--- src/rtl/scc_pkg.sv ---
package scc_pkg;
  localparam int DIV_W = 2;
  localparam logic [DIV_W-1:0] DIV_RESET = 2'd2;
  localparam logic [DIV_W-1:0] DIV_WAKE  = 2'd2;
  localparam int STOP_BIT = 0;

  typedef enum logic [1:0] {
    ST_RUN  = 2'd0,
    ST_STOP = 2'd1,
    ST_WARM = 2'd2
  } scc_state_e;
endpackage

--- src/rtl/scc_sync.sv ---
module scc_sync #(
  parameter int STAGES = 2
) (
  input  logic clk,
  input  logic rst_n,
  input  logic d,
  output logic q
);
  logic [STAGES-1:0] sh_q;

  generate
    for (genvar i = 0; i < STAGES; i++) begin : g_stage
      if (i == 0) begin : g_first
        always_ff @(posedge clk or negedge rst_n) begin
          if (!rst_n) sh_q[0] <= 1'b0;
          else        sh_q[0] <= d;
        end
      end else begin : g_next
        always_ff @(posedge clk or negedge rst_n) begin
          if (!rst_n) sh_q[i] <= 1'b0;
          else        sh_q[i] <= sh_q[i-1];
        end
      end
    end
  endgenerate

  assign q = sh_q[STAGES-1];
endmodule

--- src/rtl/scc_ctl_regs.sv ---
module scc_ctl_regs
  import scc_pkg::*;
#(
  parameter int          ADDR_W    = 16,
  parameter int          DATA_W    = 8,
  parameter int unsigned CTL0_ADDR = 6,
  parameter int unsigned CTL1_ADDR = 7
) (
  input  logic              clk,
  input  logic              rst_n,
  input  logic              wr_en,
  input  logic [ADDR_W-1:0] wr_addr,
  input  logic [DATA_W-1:0] wr_data,
  input  logic              accept,
  input  logic              force_div,
  output logic [DIV_W-1:0]  div_code,
  output logic              stop_req
);
  logic             hit0, hit1;
  logic             div_en;
  logic [DIV_W-1:0] div_q, div_d;
  logic             unused_bits;

  always_comb begin
    hit0     = wr_en && accept && (wr_addr == ADDR_W'(CTL0_ADDR));
    hit1     = wr_en && accept && (wr_addr == ADDR_W'(CTL1_ADDR));
    stop_req = hit1 && wr_data[STOP_BIT];
    div_en   = hit0 || force_div;
    div_d    = force_div ? DIV_WAKE : wr_data[DIV_W-1:0];
  end

  always_ff @(posedge clk or negedge rst_n) begin
    if (!rst_n)      div_q <= DIV_RESET;
    else if (div_en) div_q <= div_d;
  end

  assign div_code    = div_q;
  assign unused_bits = ^wr_data[DATA_W-1:DIV_W];
endmodule

--- src/rtl/scc_wake_seq.sv ---
module scc_wake_seq
  import scc_pkg::*;
#(
  parameter int WARM_CYCLES = 256
) (
  input  logic clk,
  input  logic rst_n,
  input  logic stop_req,
  input  logic irq_pending,
  output logic accept,
  output logic run_en,
  output logic warm_done,
  output logic stopped
);
  localparam int CNT_W = (WARM_CYCLES > 1) ? $clog2(WARM_CYCLES) : 1;
  localparam logic [CNT_W-1:0] WARM_LAST = CNT_W'(WARM_CYCLES - 1);

  scc_state_e       st_q, st_d;
  logic [CNT_W-1:0] cnt_q, cnt_d;
  logic             cnt_en;

  always_comb begin
    st_d      = st_q;
    cnt_d     = cnt_q;
    cnt_en    = 1'b0;
    warm_done = 1'b0;
    case (st_q)
      ST_RUN: begin
        if (stop_req) st_d = ST_STOP;
      end
      ST_STOP: begin
        if (irq_pending) begin
          st_d   = ST_WARM;
          cnt_d  = '0;
          cnt_en = 1'b1;
        end
      end
      ST_WARM: begin
        if (cnt_q == WARM_LAST) begin
          st_d      = ST_RUN;
          warm_done = 1'b1;
        end else begin
          cnt_d  = cnt_q + 1'b1;
          cnt_en = 1'b1;
        end
      end
      default: st_d = ST_RUN;
    endcase
  end

  always_ff @(posedge clk or negedge rst_n) begin
    if (!rst_n) st_q <= ST_RUN;
    else        st_q <= st_d;
  end

  always_ff @(posedge clk or negedge rst_n) begin
    if (!rst_n)      cnt_q <= '0;
    else if (cnt_en) cnt_q <= cnt_d;
  end

  assign accept  = (st_q == ST_RUN);
  assign run_en  = (st_q == ST_RUN) && (st_d == ST_RUN);
  assign stopped = (st_q != ST_RUN);
endmodule

--- src/rtl/scc_busclk_gen.sv ---
module scc_busclk_gen
  import scc_pkg::*;
(
  input  logic             clk,
  input  logic             rst_n,
  input  logic             run_en,
  input  logic             sel_sub,
  input  logic             sub_level,
  input  logic [DIV_W-1:0] div_code,
  input  logic             wake_arm,
  output logic             bus_clk,
  output logic             wake_pulse
);
  localparam int MAX_HALF = 1 << ((1 << DIV_W) - 1);
  localparam int CNT_W    = (MAX_HALF > 1) ? $clog2(MAX_HALF) : 1;

  logic [CNT_W-1:0] cnt_q, cnt_d, lim;
  logic             bus_q, bus_d;
  logic             arm_q, arm_d;
  logic             wake_q, wake_d;
  logic             rise;

  always_comb begin
    lim   = CNT_W'((32'd1 << div_code) - 32'd1);
    bus_d = bus_q;
    cnt_d = cnt_q;
    if (!run_en) begin
      bus_d = 1'b0;
      cnt_d = '0;
    end else if (sel_sub) begin
      bus_d = sub_level;
      cnt_d = '0;
    end else if (cnt_q >= lim) begin
      bus_d = ~bus_q;
      cnt_d = '0;
    end else begin
      cnt_d = cnt_q + 1'b1;
    end
  end

  always_comb begin
    rise   = run_en && bus_d && !bus_q;
    arm_d  = arm_q;
    wake_d = wake_q;
    if (!run_en) begin
      wake_d = 1'b0;
    end else if (rise) begin
      wake_d = arm_q;
      arm_d  = 1'b0;
    end
    if (wake_arm) arm_d = 1'b1;
  end

  always_ff @(posedge clk or negedge rst_n) begin
    if (!rst_n) begin
      cnt_q <= '0;
      bus_q <= 1'b0;
    end else begin
      cnt_q <= cnt_d;
      bus_q <= bus_d;
    end
  end

  always_ff @(posedge clk or negedge rst_n) begin
    if (!rst_n) begin
      arm_q  <= 1'b0;
      wake_q <= 1'b0;
    end else begin
      arm_q  <= arm_d;
      wake_q <= wake_d;
    end
  end

  assign bus_clk    = bus_q;
  assign wake_pulse = wake_q;
endmodule

--- src/rtl/stop_clock_ctrl.sv ---
module stop_clock_ctrl
  import scc_pkg::*;
#(
  parameter int          ADDR_W      = 16,
  parameter int          DATA_W      = 8,
  parameter int unsigned CTL0_ADDR   = 6,
  parameter int unsigned CTL1_ADDR   = 7,
  parameter int          WARM_CYCLES = 256,
  parameter int          SYNC_STAGES = 2
) (
  input  logic              clk_osc,
  input  logic              clk_sub,
  input  logic              rst_n,
  input  logic              sel_sub,
  input  logic              wr_en,
  input  logic [ADDR_W-1:0] wr_addr,
  input  logic [DATA_W-1:0] wr_data,
  input  logic              irq_pending,
  output logic              bus_clk,
  output logic              stopped,
  output logic              wake_pulse
);
  logic             rst_int_n;
  logic             sub_level;
  logic             accept, run_en, warm_done, stop_req, force_div;
  logic [DIV_W-1:0] div_code;

  scc_sync #(.STAGES(SYNC_STAGES)) u_rst_sync (
    .clk(clk_osc), .rst_n(rst_n), .d(1'b1), .q(rst_int_n)
  );

  scc_sync #(.STAGES(SYNC_STAGES)) u_sub_sync (
    .clk(clk_osc), .rst_n(rst_int_n), .d(clk_sub), .q(sub_level)
  );

  assign force_div = warm_done && !sel_sub;

  scc_ctl_regs #(
    .ADDR_W(ADDR_W), .DATA_W(DATA_W),
    .CTL0_ADDR(CTL0_ADDR), .CTL1_ADDR(CTL1_ADDR)
  ) u_regs (
    .clk(clk_osc), .rst_n(rst_int_n),
    .wr_en(wr_en), .wr_addr(wr_addr), .wr_data(wr_data),
    .accept(accept), .force_div(force_div),
    .div_code(div_code), .stop_req(stop_req)
  );

  scc_wake_seq #(.WARM_CYCLES(WARM_CYCLES)) u_seq (
    .clk(clk_osc), .rst_n(rst_int_n),
    .stop_req(stop_req), .irq_pending(irq_pending),
    .accept(accept), .run_en(run_en),
    .warm_done(warm_done), .stopped(stopped)
  );

  scc_busclk_gen u_bus (
    .clk(clk_osc), .rst_n(rst_int_n),
    .run_en(run_en), .sel_sub(sel_sub), .sub_level(sub_level),
    .div_code(div_code), .wake_arm(warm_done),
    .bus_clk(bus_clk), .wake_pulse(wake_pulse)
  );
endmodule

--- config.mk ---
export PLATFORM = sky130hd
export DESIGN_NAME = stop_clock_ctrl
export DESIGN_NICKNAME = d
export VERILOG_FILES = /design/src/rtl/scc_pkg.sv /design/src/rtl/scc_sync.sv /design/src/rtl/scc_ctl_regs.sv /design/src/rtl/scc_wake_seq.sv /design/src/rtl/scc_busclk_gen.sv /design/src/rtl/stop_clock_ctrl.sv
export SDC_FILE = /design/constraint.sdc
export NUM_CORES = 1
export LEC_CHECK = 0
export CAP_MARGIN = 30
export CELL_PAD_IN_SITES_DETAIL_PLACEMENT = 0
export CELL_PAD_IN_SITES_GLOBAL_PLACEMENT = 1
export CORE_ASPECT_RATIO = 1.25
export CORE_MARGIN = 8
export CORE_UTILIZATION = 45
export CTS_CLUSTER_SIZE = 14
export DETAILED_ROUTE_END_ITERATION = 8
export DONT_BUFFER_PORTS = 1
export GPL_TIMING_DRIVEN = 0
export PLACE_DENSITY_LB_ADDON = 0.1
export RECOVER_POWER = 25
export SLEW_MARGIN = 20
export SYNTH_ARGS = -nofsm -noshare
export SYNTH_HDL_FRONTEND = slang
export SYNTH_SLANG_ARGS = --single-unit
--- constraint.sdc ---
create_clock -name clk_osc -period 1.25 [get_ports clk_osc]
set_clock_uncertainty 0.2 [all_clocks]
set_input_delay 0.1875 -clock clk_osc [delete_from_list [all_inputs] [get_ports clk_osc]]
set_output_delay 0.1875 -clock clk_osc [all_outputs]
set_load 0.005 [all_outputs]
After elaboration in Yosys (flattened, before gate mapping)
Index checks and enable logic that the tools add are counted.
{"block": "totals", "reg_bits": 22, "latch_bits": 0, "ram_bits": 0, "mem_bits_ro": 0, "in_bits": 30, "n_memories": 0}
{"block": "op_classes", "add_sub_neg": 3, "multipliers": 0, "div": 0, "order_cmp": 1, "eq_ne": 8, "n_shift": 1, "muxes": 24, "bitwise": 1, "n_reduce_logical": 19}
{"operator": "16-bit by 3-bit == test with 1-bit output, second input constant", "count": 2}
{"operator": "8-bit 2-to-1 mux", "count": 2}
{"operator": "8-bit case mux with 2 select lines", "count": 1}
{"operator": "1-bit 2-to-1 mux", "count": 12}
{"operator": "3-bit 2-to-1 mux", "count": 3}
{"operator": "8-bit by 1-bit adder with 8-bit output, second input constant", "count": 1}
{"operator": "8-bit == test, second input constant", "count": 1}
{"operator": "1-bit logical AND", "count": 8}
{"operator": "2-bit 2-to-1 mux", "count": 4}
{"operator": "2-bit nonzero test", "count": 4}
{"operator": "2-bit inequality test, second input constant", "count": 3}
{"operator": "2-bit case mux with 3 select lines", "count": 1}
{"operator": "2-bit logical NOT", "count": 2}
{"operator": "4-bit AND reduction", "count": 1}
{"operator": "3-bit by 1-bit adder with 3-bit output, second input constant", "count": 1}
{"operator": "3-bit >= comparator", "count": 1}
{"operator": "1-bit by 2-bit left shift with 3-bit output, first input constant", "count": 1}
{"operator": "3-bit by 1-bit subtractor with 3-bit output, second input constant", "count": 1}
{"operator": "2-bit by 1-bit == test with 1-bit output, second input constant", "count": 1}
{"operator": "2-bit == test, second input constant", "count": 1}
{"operator": "1-bit logical NOT", "count": 2}
{"operator": "1-bit case mux with 2 select lines", "count": 1}
{"operator": "2-bit AND reduction", "count": 1}
{"operator": "1-bit logical OR", "count": 1}
{"operator": "1-bit inverter", "count": 1}

Depth between registers and ports, before layout
Gate-level depths: netlist of run 1.
{"block": "logic_depth", "word_depth": 14, "mapped_depth": 9, "depth_no_buf": 7}

Cells and area by module
From an unflattened synthesis of run 1, not the netlist that was laid out.
{"block": "hier_totals", "cells_unflattened": 125, "hier_area_um2": 1280.0}
{"module": "scc_wake_seq", "instances": 1, "cells_per_inst": 66, "area_per_inst_um2": 638.1, "seq_area_each_um2": 250.2}
{"module": "scc_busclk_gen", "instances": 1, "cells_per_inst": 36, "area_per_inst_um2": 360.3, "seq_area_each_um2": 150.1}
{"module": "scc_ctl_regs", "instances": 1, "cells_per_inst": 17, "area_per_inst_um2": 163.9, "seq_area_each_um2": 51.3}
{"module": "scc_sync", "instances": 2, "cells_per_inst": 2, "area_per_inst_um2": 50.0, "seq_area_each_um2": 50.0}
{"module": "stop_clock_ctrl", "instances": 1, "cells_per_inst": 2, "area_per_inst_um2": 17.5, "seq_area_each_um2": 0.0}

Worst setup path before layout of run 1
No wires, ideal clock.
{"block": "synth_path", "kind": "reg2reg", "from": "register u_seq.st_q[0]", "to": "register u_seq.cnt_q[4]", "t_arrival_ps": 1854, "slack_ps": -873, "path_stages_with_launch": 10, "n_path_buf": 2, "cell_sequence": "dfrtp_1 > inv_1 > ha_1 > buf_2 > nor2_1 > nand3b_1 > a21o_1 > buf_6 > or4b_1 > nand3_1"}
{"block": "synth_via", "elab_chain_cells": 3, "elab_cells_between_ends": 8, "cone_classes": "eq/ne (4); mux (2); reduce/logical (2)"}
{"item": "start: declaration", "line": "scc_wake_seq.sv:18", "text": "scc_state_e st_q, st_d;"}
{"item": "start signal: assignment", "line": "scc_wake_seq.sv:53", "text": "else st_q <= st_d;"}
{"item": "2-bit == test or 2-bit by 1-bit == test with 1-bit output (tied branches)", "line": "scc_wake_seq.sv:27", "text": "case (st_q)"}
{"item": "1-bit case mux with 2 select lines (tied with other cells)", "line": "scc_wake_seq.sv:27"}
{"item": "4-bit AND reduction (no line)"}
{"item": "end signal: assignment", "line": "scc_wake_seq.sv:58", "text": "else if (cnt_en) cnt_q <= cnt_d;"}
{"item": "end: declaration", "line": "scc_wake_seq.sv:19", "text": "logic [CNT_W-1:0] cnt_q, cnt_d;"}
Parallel ways exist; a longest one is shown, timed or not.
A chain may end at the register's enable or synchronous reset.

Worst setup path after layout of run 1
{"block": "layout_path", "from": "register u_seq.st_q[1]", "to": "register u_seq.cnt_q[3]"}
Same word-level chain as after synthesis.

==> results of run 1 <==
[synthesized netlist by cell type (all sizes together)]
library cell | number | area share [%]
a21o | 1 | 0.58
a21oi | 4 | 1.5
a22o | 2 | 1.4
a311oi | 1 | 0.68
a31oi | 1 | 0.48
and3 | 2 | 0.97
and4 | 2 | 1.7
buf | 2 | 1.3
clkbuf | 2 | 0.58
conb | 1 | 0.29
dfrtp | 21 | 41
dfstp | 1 | 2.0
ha | 9 | 8.7
inv | 8 | 2.3
mux2i | 4 | 3.1
nand2 | 19 | 5.5
nand2b | 1 | 0.48
nand3 | 10 | 3.9
nand3b | 5 | 2.9
nand4 | 2 | 0.97
nor2 | 8 | 2.3
nor2b | 1 | 0.48
nor3 | 4 | 1.5
nor4 | 4 | 1.9
nor4b | 1 | 0.68
nor4bb | 1 | 0.77
o21ai | 6 | 2.3
o21bai | 2 | 1.2
o221ai | 2 | 1.4
o311a | 1 | 0.77
o311ai | 1 | 0.68
o31ai | 1 | 0.58
o41ai | 1 | 0.68
or2 | 1 | 0.48
or3 | 1 | 0.48
or4b | 3 | 2.3
xnor2 | 1 | 0.68
xor2 | 1 | 0.68
[layer usage]
metal / vias to the layer above / routed length (um) / part of all wire [%] / track usage (%)
met5: - / 0 / 0 / 0
met4: 0 / 51 / 1.6 / 4.70
met3: 8 / 226 / 7.2 / 3.38
met2: 40 / 1570 / 50 / 23.3
met1: 558 / 1280 / 41 / 15.0
li1: 550 / - / - / -
[sequential cells by signal (all words and copies together), names as in the netlist]
signal and count:
u_seq.cnt_q 8, u_bus.cnt_q 3, u_regs.div_code 2, u_seq.st_q 2
u_bus.arm_q 1, u_bus.bus_clk 1, u_bus.wake_pulse 1, u_rst_sync.q 1
u_rst_sync.sh_q 1, u_sub_sync.q 1, u_sub_sync.sh_q 1
[how the worst min path moves through the flow]
stage | slack (ps) | end | depth (start not counted) | start
after floorplan | -310 | u_rst_sync.q | 0 | rst_n
after global placement | -310 | u_rst_sync.q | 0 | rst_n
after detailed placement | -310 | u_rst_sync.sh_q[0] | 0 | rst_n
after CTS | -40 | u_seq.st_q[0] | 2 | irq_pending
after global routing | -30 | u_seq.st_q[0] | 2 | irq_pending
final | -20 | u_seq.st_q[0] | 2 | irq_pending
[layout by cell type (no fill, tap or decap), types with 3 or more instances in the layout]
cell           synthesis  routed
buf_4                  0      12
buf_6                  1       3
clkbuf_4               0       3
dfrtp_1               21      19
dlygate4sd3_1          0       6
ha_1                   9       3
ha_4                   0       5
inv_1                  8       6
mux2i_1                4       4
nand2_1               19      17
nand3_1               10      10
nand3b_1               5       5
nor2_1                 8       7
nor3_1                 4       3
nor4_1                 4       4
o21ai_1                0       3
[final cells by class]
type	count	share of cell area, %
buffer	3	1.17
clock buffer	3	1.32
clock inverter	1	1.76
inverter	8	1.90
multi-input combinational	104	48.9
sequential	22	32.4
tap	34	2.49
timing repair buffer	20	10.1
[where the power goes]
| part | switching, mW | internal [mW] | total (mW) |
|---|---|---|---|
| Combinational | 0.195 | 0.220 | 0.415 |
| Sequential | 0.0620 | 0.775 | 0.837 |
| Clock | 0.218 | 0.324 | 0.543 |
[metrics by stage]
stage	hold slack [ps]	util, %
final	-24.7	63.2
after global routing	-29.5	63.2
after global placement	-308	52.8
after detailed placement	-308	52.8
after CTS	-44.0	62.5
after floorplan	-308	-
[logic make-up (layout without fill, tap and decap cells)]
logic type               count (synthesis)  in the layout  synth area share, %
AO/OA/AOI/OAI                           23             23                 12.2
XOR/XNOR                                 2              2                 1.36
adder cells (fa/ha/maj)                  9              9                 8.71
buffers and inverters                   12             35                 4.16
flip-flops                              22             22                 42.7
multiplexers                             4              4                 3.10
other                                    1              1                0.290
AND/OR/NAND/NOR                         65             65                 27.5
[repair_timing]
item | 4_1_cts | 5_1_grt
pin swaps | 3 | 5
gates resized for setup | 14 | 4
endpoints found under the hold margin | 7 | 1
setup buffers | 11 | 3
endpoints found under the setup margin | 19 | 21
==> results.md, run 1 <==
* Fin area at 1710 um^2
* # clock sinks at 22
* H-tree Lvls at 1
* Gr usage total at 13.3%
* Failing checks: hold timing, setup timing
* CTS tree: yes
* Avg Synthesized Cell Area at between 9 and 10 um^2
* Data arrival, critical path at 2180 ps
* Clock tree buffer depth at 2
* Max Cap Violations at 0
* Max-slew violation count at 0
* Unrepaired setup endpoints after global routing: true
* First-pass GRT wire length at around 5500 um
* Final nets at 201
* Pin count of the biggest net entering global routing at 21
* Hold WS at -24.7 ps
* Post-Syn Instances at ~140
* TritonCTS Buffers at 3
* Crit path capture: u_seq.cnt_q[3]
* Antenna violations before repair at 0
* R2R depth at 7
* Reg-to-Reg Start: u_seq.st_q[1]
* Via density at 5.93
* Pre-CTS setup slack at -1020 ps
* Tmin final at 2130 ps
* Critical path class: reg2reg
* Required time worst endpoint at 1300 ps
* Crit Path Max Fanout at 8
* Final antenna-violating net count at 0
* Static leakage power at 0.770 nW
* Crit start category: register
* Tcrit/Tclk final at 170%
* Crit-path most repeated cell: buf_4
* Number of cells on the critical path at 7
* Hold Vio Cnt, Final at 1
* Top Family by Delay on Critical Path: simple AND/OR/NAND/NOR gates
* Critical R2R Capture: u_seq.cnt_q[3]
* DRC viols at 0
* Total chip power at 1.79 mW
* Proportion of layout cells with a drive suffix above 1 at 30.4%
* Final wirelength at 3130 um
* Number of placed cells counting well taps at 172
* Finished Layout Cells at 195
* Die W at approximately 64 um
* Outcome: complete, but fails checks
* Placement Cell Area at around 1400 um^2
* CP Buf/Inv Count at 3
* RePlAce Congestion at 0.880
* Worst-path clk slew at 120 ps
* Post-synthesis cell area at 1290 um^2
* PD cells at 1050 nW/um^2
* Fillers at approximately 220
* Seq/Total Area, Yosys at 42.7%
* Die Ht at 75.9 um
* Clock Tree Root: clkbuf_4
* Final setup viols at 19
* Syn_nets at 177
* HPWL after DPL at 2240 um
* Worst slew pin tran at 786 ps
* Fmax at 470 MHz
* ANT cells at 0
* HP Class: in2reg
* I/O pin cnt at 33
* Grt ovf at 0
* Die ar. at around 4900 um^2
* Synth warn at 0
* Multi-input logic area at 836 um^2
* Max IR drop VDD at 0.837 mV
* CP max-delay cell: or4b_1
* Wire per inst at 16.1 um
* FF+latch area at 554 um^2
* Core area at 2710 um^2
* Number of port buffers at 0
* Initial DRC count at 30
* Vias in the first global route at 1,183
* Worst setup EP type: register
* Final WS setup at -876 ps
* CP startpoint: u_seq.st_q[1]
* Slowest stage delay, CP at 490 ps
* FF-to-FF setup slack at -880 ps
* DR pass1 iterations at 4
* Post-synthesis register bit count at 22
* Via count at about 1,200
* CTS Hold Bufs at 6
* Worst-Skew Late Latency at 310 ps
* Cell row count at 21
* Relative slew slack at ~48%
* Layout area overhead at 32.3%
* Initial Util at between 40% and 50%
* Crit path cell chain: buf_4, ha_4, buf_4, a21o_1, buf_6, or4b_1, nand3_1
* Setup TNS at -13,060 ps
* Post-synth cell types at 40
(Power assumes the default switching activity.)
==> run 2, diff against run 1 <==
RECOVER_POWER = unset   (was 25)
SETUP_SLACK_MARGIN = 0.1   (was unset)
==> results.md, run 2 (same netlist as run 1, synthesis figures left out) <==
* Clock Tree Root: clkbuf_4
* Layout Utilization at 63.7%
* Max Cap Violations at 0
* Vias in the first global route at ~1,200
* Final antenna-violating net count at 0
* Worst-Skew Late Latency at 310 ps
* TritonCTS Buffers at 3
* Proportion of layout cells with a drive suffix above 1 at between 30% and 40%
* Max-slew violation count at 0
* Fillers at 224
* Top Family by Delay on Critical Path: simple AND/OR/NAND/NOR gates
* RePlAce Congestion at 0.880
* Layout area overhead at 33.4%
* Via count at ~1,100
* Number of placed cells counting well taps at 172
* Tcrit/Tclk final at 168%
* Critical path class: reg2reg
* Via density at about 5.9
* CP max-delay cell: dfrtp_2
* DRC viols at 0
* Pin count of the biggest net entering global routing at 21
* Final WS setup at -856 ps
* Outcome: complete, but fails checks
* Worst setup EP type: register
* Static leakage power at ~0.77 nW
* Hold Path Origin: irq_pending
* Hold Vio Cnt, Final at 1
* FF-to-FF setup slack at -860 ps
* CTS Hold Bufs at 6
* First-pass GRT wire length at 5450 um
* Number of cells on the critical path at 9
* I/O pin cnt at 33
* Die ar. at 4850 um^2
* HP Class: in2reg
* Max IR drop VDD at 0.841 mV
* Initial Util at 47.8%
* Reg-to-Reg Start: u_seq.st_q[0]
* R2R depth at 9
* Die W at 63.9 um
* Slowest stage delay, CP at about 460 ps
* Fmax at 475 MHz
* Crit Path Max Fanout at 3
* Tmin final at 2110 ps
* Wire per inst at 16.1 um
* Gr usage total at 13.3%
* Worst hold path depth at 2
* # clock sinks at 22
* Crit path cell chain: inv_2, ha_4, buf_6, nor2_2, nand3b_1, a21o_1, buf_4, or4b_1, nand3_1
* Final setup viols at 19
* Initial DRC count at 37
* Failing checks: hold timing, setup timing
* Critical R2R Capture: u_seq.cnt_q[3]
* Pre-CTS setup slack at -1020 ps
* CTS tree: yes
* Antenna violations before repair at 0
* Grt ovf at 0
* Largest register FFs at 8
* Number of port buffers at 0
* PD cells at 1040 nW/um^2
* Worst-path clk slew at around 120 ps
* Die Ht at 75.9 um
* Clock tree buffer depth at 2
* CP Buf/Inv Count at 3
* Most flop-heavy register: u_seq.cnt_q
* Finished Layout Cells at 194
* Data arrival, critical path at 2160 ps
* HPWL after DPL at roughly 2200 um
* Unrepaired setup endpoints after global routing: true
* Required time worst endpoint at between 1000 and 1500 ps
* Most frequent cells in the layout: dfrtp_1, nand2_1, buf_4, nand3_1, nor2_1
* Core area at around 2700 um^2
* Cell row count at 21
* Top Registers: u_seq.cnt_q x8, u_bus.cnt_q x3
* Hold EP: u_seq.st_q[0]
* Final wirelength at 3120 um
* ANT cells at 0
* DR pass1 iterations at 4
* Crit start category: register
* Commonest non-fill, non-tap cell in the layout: dfrtp_1
* Hold WS at -27.0 ps
* Final nets at 200
* H-tree Lvls at 1
==> run 2: changes by cell type in the layout (fill, tap and decap cells not counted), sizes merged <==
| cell | previous run | this run |
|---|---|---|
| buf | 15 | 14 |
==> run 2: layer usage <==
layer  track usage (%)  wire length [um]  up-vias
met2              23.3              1600       29
met3              3.38               207        6
met5                 0                 0        -
li1                  -                 -      547
met4              4.70                46        0
met1              15.0              1270      567
==> run 2: worst max-delay path by stage <==
stage,start,to
floorplan,u_seq.st_q[0],u_seq.cnt_q[4]
global placement,u_seq.st_q[0],u_seq.cnt_q[4]
detailed placement,u_seq.st_q[0],u_seq.cnt_q[4]
CTS,u_seq.st_q[0],u_seq.cnt_q[3]
global route,u_seq.st_q[0],u_seq.cnt_q[3]
finish,u_seq.st_q[0],u_seq.cnt_q[3]
==> run 2: through the flow <==
step / cell area (um^2) / hold WS (ps) / setup TNS (ps) / power (mW)
after floorplan: 1390 / -308 / -9300 / 1.16
after global placement: 1430 / -308 / -12800 / 1.22
after detailed placement: 1430 / -308 / -13260 / 1.26
after CTS: 1690 / -44.0 / -13140 / 1.83
after global routing: 1720 / -29.5 / -15300 / 1.91
final: 1720 / -27.0 / -13570 / 1.80
==> run 2: layout make-up <==
type                            count  area, um^2  share of cell area [%]
Sequential cell                    22         556                    32.2
Timing Repair Buffer               18         161                    9.36
Buffer                              4        31.3                    1.81
Tap cell                           34        42.5                    2.47
Clock buffer                        3        22.5                    1.31
Inverter                            8        30.0                    1.74
Multi-Input combinational cell    104         851                    49.3
Clock inverter                      1        30.0                    1.74
==> run 2: power by group <==
part | leakage (nW) | total (mW) | switching (mW) | internal (mW)
clock network | 0.0279 | 0.544 | 0.220 | 0.324
logic | 0.498 | 0.415 | 0.195 | 0.220
registers | 0.244 | 0.837 | 0.0619 | 0.775
==> run 2: repair_timing <==
action | 4_1_cts | 5_1_grt
setup endpoints to repair | 19 | 40
gates resized for setup | 14 | 7
setup buffers | 11 | 1
pin swaps | 3 | 3
hold endpoints to repair | 7 | 1
==> run 3, diff against run 2 <==
CELL_PAD_IN_SITES_DETAIL_PLACEMENT = unset   (was 0)
CELL_PAD_IN_SITES_GLOBAL_PLACEMENT = unset   (was 1)
PLACE_DENSITY_LB_ADDON = unset   (was 0.1)
==> results.md, run 3 (same netlist as run 1, synthesis figures left out) <==
* Final WS setup at -845 ps
* Via density at 5.81
* Worst-path clk slew at approximately 120 ps
* I/O pin cnt at 33
* Required time worst endpoint at 1300 ps
* Data arrival, critical path at 2140 ps
* Antenna violations before repair at 0
* Unrepaired setup endpoints after global routing: true
* Final setup viols at 19
* Failing checks: hold timing, setup timing
* Switching Fraction at between 20% and 30%
* Tmin final at 2100 ps
* Initial DRC count at between 50 and 60
* Power Internal at 1.32 mW
* Vias in the first global route at ~1,200
* Sequential Power Share at 47.1%
* Clock tree buffer depth at 2
* Max Cap Violations at 0
* # clock sinks at 22
* Crit start category: register
* Largest register FFs at 8
* CTS Hold Bufs at 6
* First-pass GRT wire length at between 5000 and 6000 um
* Hold Vio Cnt, Final at 1
* Slowest stage delay, CP at 460 ps
* Final nets at 206
* Pin count of the biggest net entering global routing at 21
* Clock Tree Root: clkbuf_4
* RePlAce Congestion at about 0.86
* Grt ovf at 0
* Gr usage total at 12.3%
* Top Registers: u_seq.cnt_q x8, u_bus.cnt_q x3
* Core area at 2710 um^2
* HP Class: in2reg
* Top Family by Delay on Critical Path: simple AND/OR/NAND/NOR gates
* Clock power frac at 30.1%
* Initial Util at between 40 and 50%
* Switching power at 0.463 mW
* DR pass1 iterations at 6
* Number of port buffers at 0
* Commonest non-fill, non-tap cell in the layout: dfrtp_1
* Die Ht at about 76 um
* CP max-delay cell: or4b_1
* Pre-CTS setup slack at -996 ps
* Max-slew violation count at 0
* Final antenna-violating net count at 0
* Outcome: complete, but fails checks
* Static leakage power at 0.798 nW
* Die ar. at around 4900 um^2
* Final wirelength at 3090 um
* Fillers at about 220
* Worst-Skew Late Latency at 300 ps
* Worst setup EP type: register
* CTS tree: yes
* Cell row count at 21
* Comb pwr share at 22.7%
* Die W at 63.9 um
* Layout Utilization at 66.5%
* DRC viols at 0
* H-tree Lvls at 1
* Wire per inst at around 15 um
* Most flop-heavy register: u_seq.cnt_q
* Proportion of layout cells with a drive suffix above 1 at between 30% and 40%
* Most frequent cells in the layout: dfrtp_1, buf_4, nand2_1, nand3_1, nor2_1
* Crit-path most repeated cell: buf_6
* Critical path class: reg2reg
* Layout area overhead at 39.3%
* Crit path cell chain: inv_2, ha_4, buf_6, nor2_2, nand3b_1, a21o_1, buf_6, or4b_1, nand3_1
* Fmax at 477 MHz
* HPWL after DPL at 2110 um
* Tcrit/Tclk final at 168%
* Total chip power at roughly 1.8 mW
* Crit Path Max Fanout at 4
* ANT cells at 0
* Hold WS at -50.4 ps
* PD cells at 988 nW/um^2
* TritonCTS Buffers at 3
* Via count at between 1,000 and 1,500
* Max IR drop VDD at ~0.76 mV
* CP Buf/Inv Count at 3
## run 3: worst paths after layout
check / from / end / slack (ps) / depth (start not counted)
min in group asynchronous: u_rst_sync.q / u_sub_sync.sh_q[0] / 20 / 0
setup reg to reg: u_seq.st_q[0] / u_seq.cnt_q[4] / -850 / 9
hold reg to reg: u_rst_sync.q / u_sub_sync.sh_q[0] / 20 / 0
hold / removal: irq_pending / u_seq.st_q[0] / -50 / 2
setup / recovery: u_seq.st_q[0] / u_seq.cnt_q[4] / -850 / 9
max in group asynchronous: rst_n / u_rst_sync.q / 270 / 2
## run 3: metrics by stage
| step | std cells | hold slack, ps | TNS, ps | instance area (um^2) |
|---|---|---|---|---|
| 3_3_place_gp | 172 | -308 | -12870 | 1430 |
| 4_1_cts | 196 | -44.2 | -12650 | 1700 |
| 3_5_place_dp | 172 | -308 | -13140 | 1430 |
| 5_1_grt | 200 | -50.3 | -14860 | 1800 |
| 6_report | 200 | -50.4 | -12870 | 1800 |
| 2_1_floorplan | 138 | -308 | -9300 | 1390 |
## run 3: area by class of cell
| class | count | area (um^2) | share of cell area, % |
|---|---|---|---|
| multi-input cells | 104 | 886 | 49.2 |
| flip-flops and latches | 22 | 556 | 30.9 |
| repair buffers | 24 | 203 | 11.3 |
| well taps | 34 | 42.5 | 2.36 |
| plain buffers | 4 | 31.3 | 1.74 |
| clock inverters | 1 | 30.0 | 1.67 |
| inverters | 8 | 30.0 | 1.67 |
| clock buffers | 3 | 22.5 | 1.25 |
## run 3: per-layer routing
| layer | part of all wire [%] | track usage (%) |
|---|---|---|
| met1 | 41 | 13.5 |
| met5 | 0 | 0 |
| met4 | 1.7 | 4.03 |
| met2 | 50 | 21.1 |
| met3 | 7.1 | 4.12 |
## run 3: what timing repair did
item	CTS	global route
endpoints found under the hold margin	7	1
gates resized for setup	13	15
pin swaps	11	7
buffers inserted	14	5
endpoints found under the setup margin	19	39
## run 3: power groups by stage
stage	combinational [mW]	clock (mW)	sequential [mW]
after floorplan	0.325	0	0.840
after global placement	0.369	0	0.854
after detailed placement	0.379	0	0.857
after CTS	0.402	0.561	0.842
after global routing	0.467	0.574	0.851
final	0.405	0.536	0.838
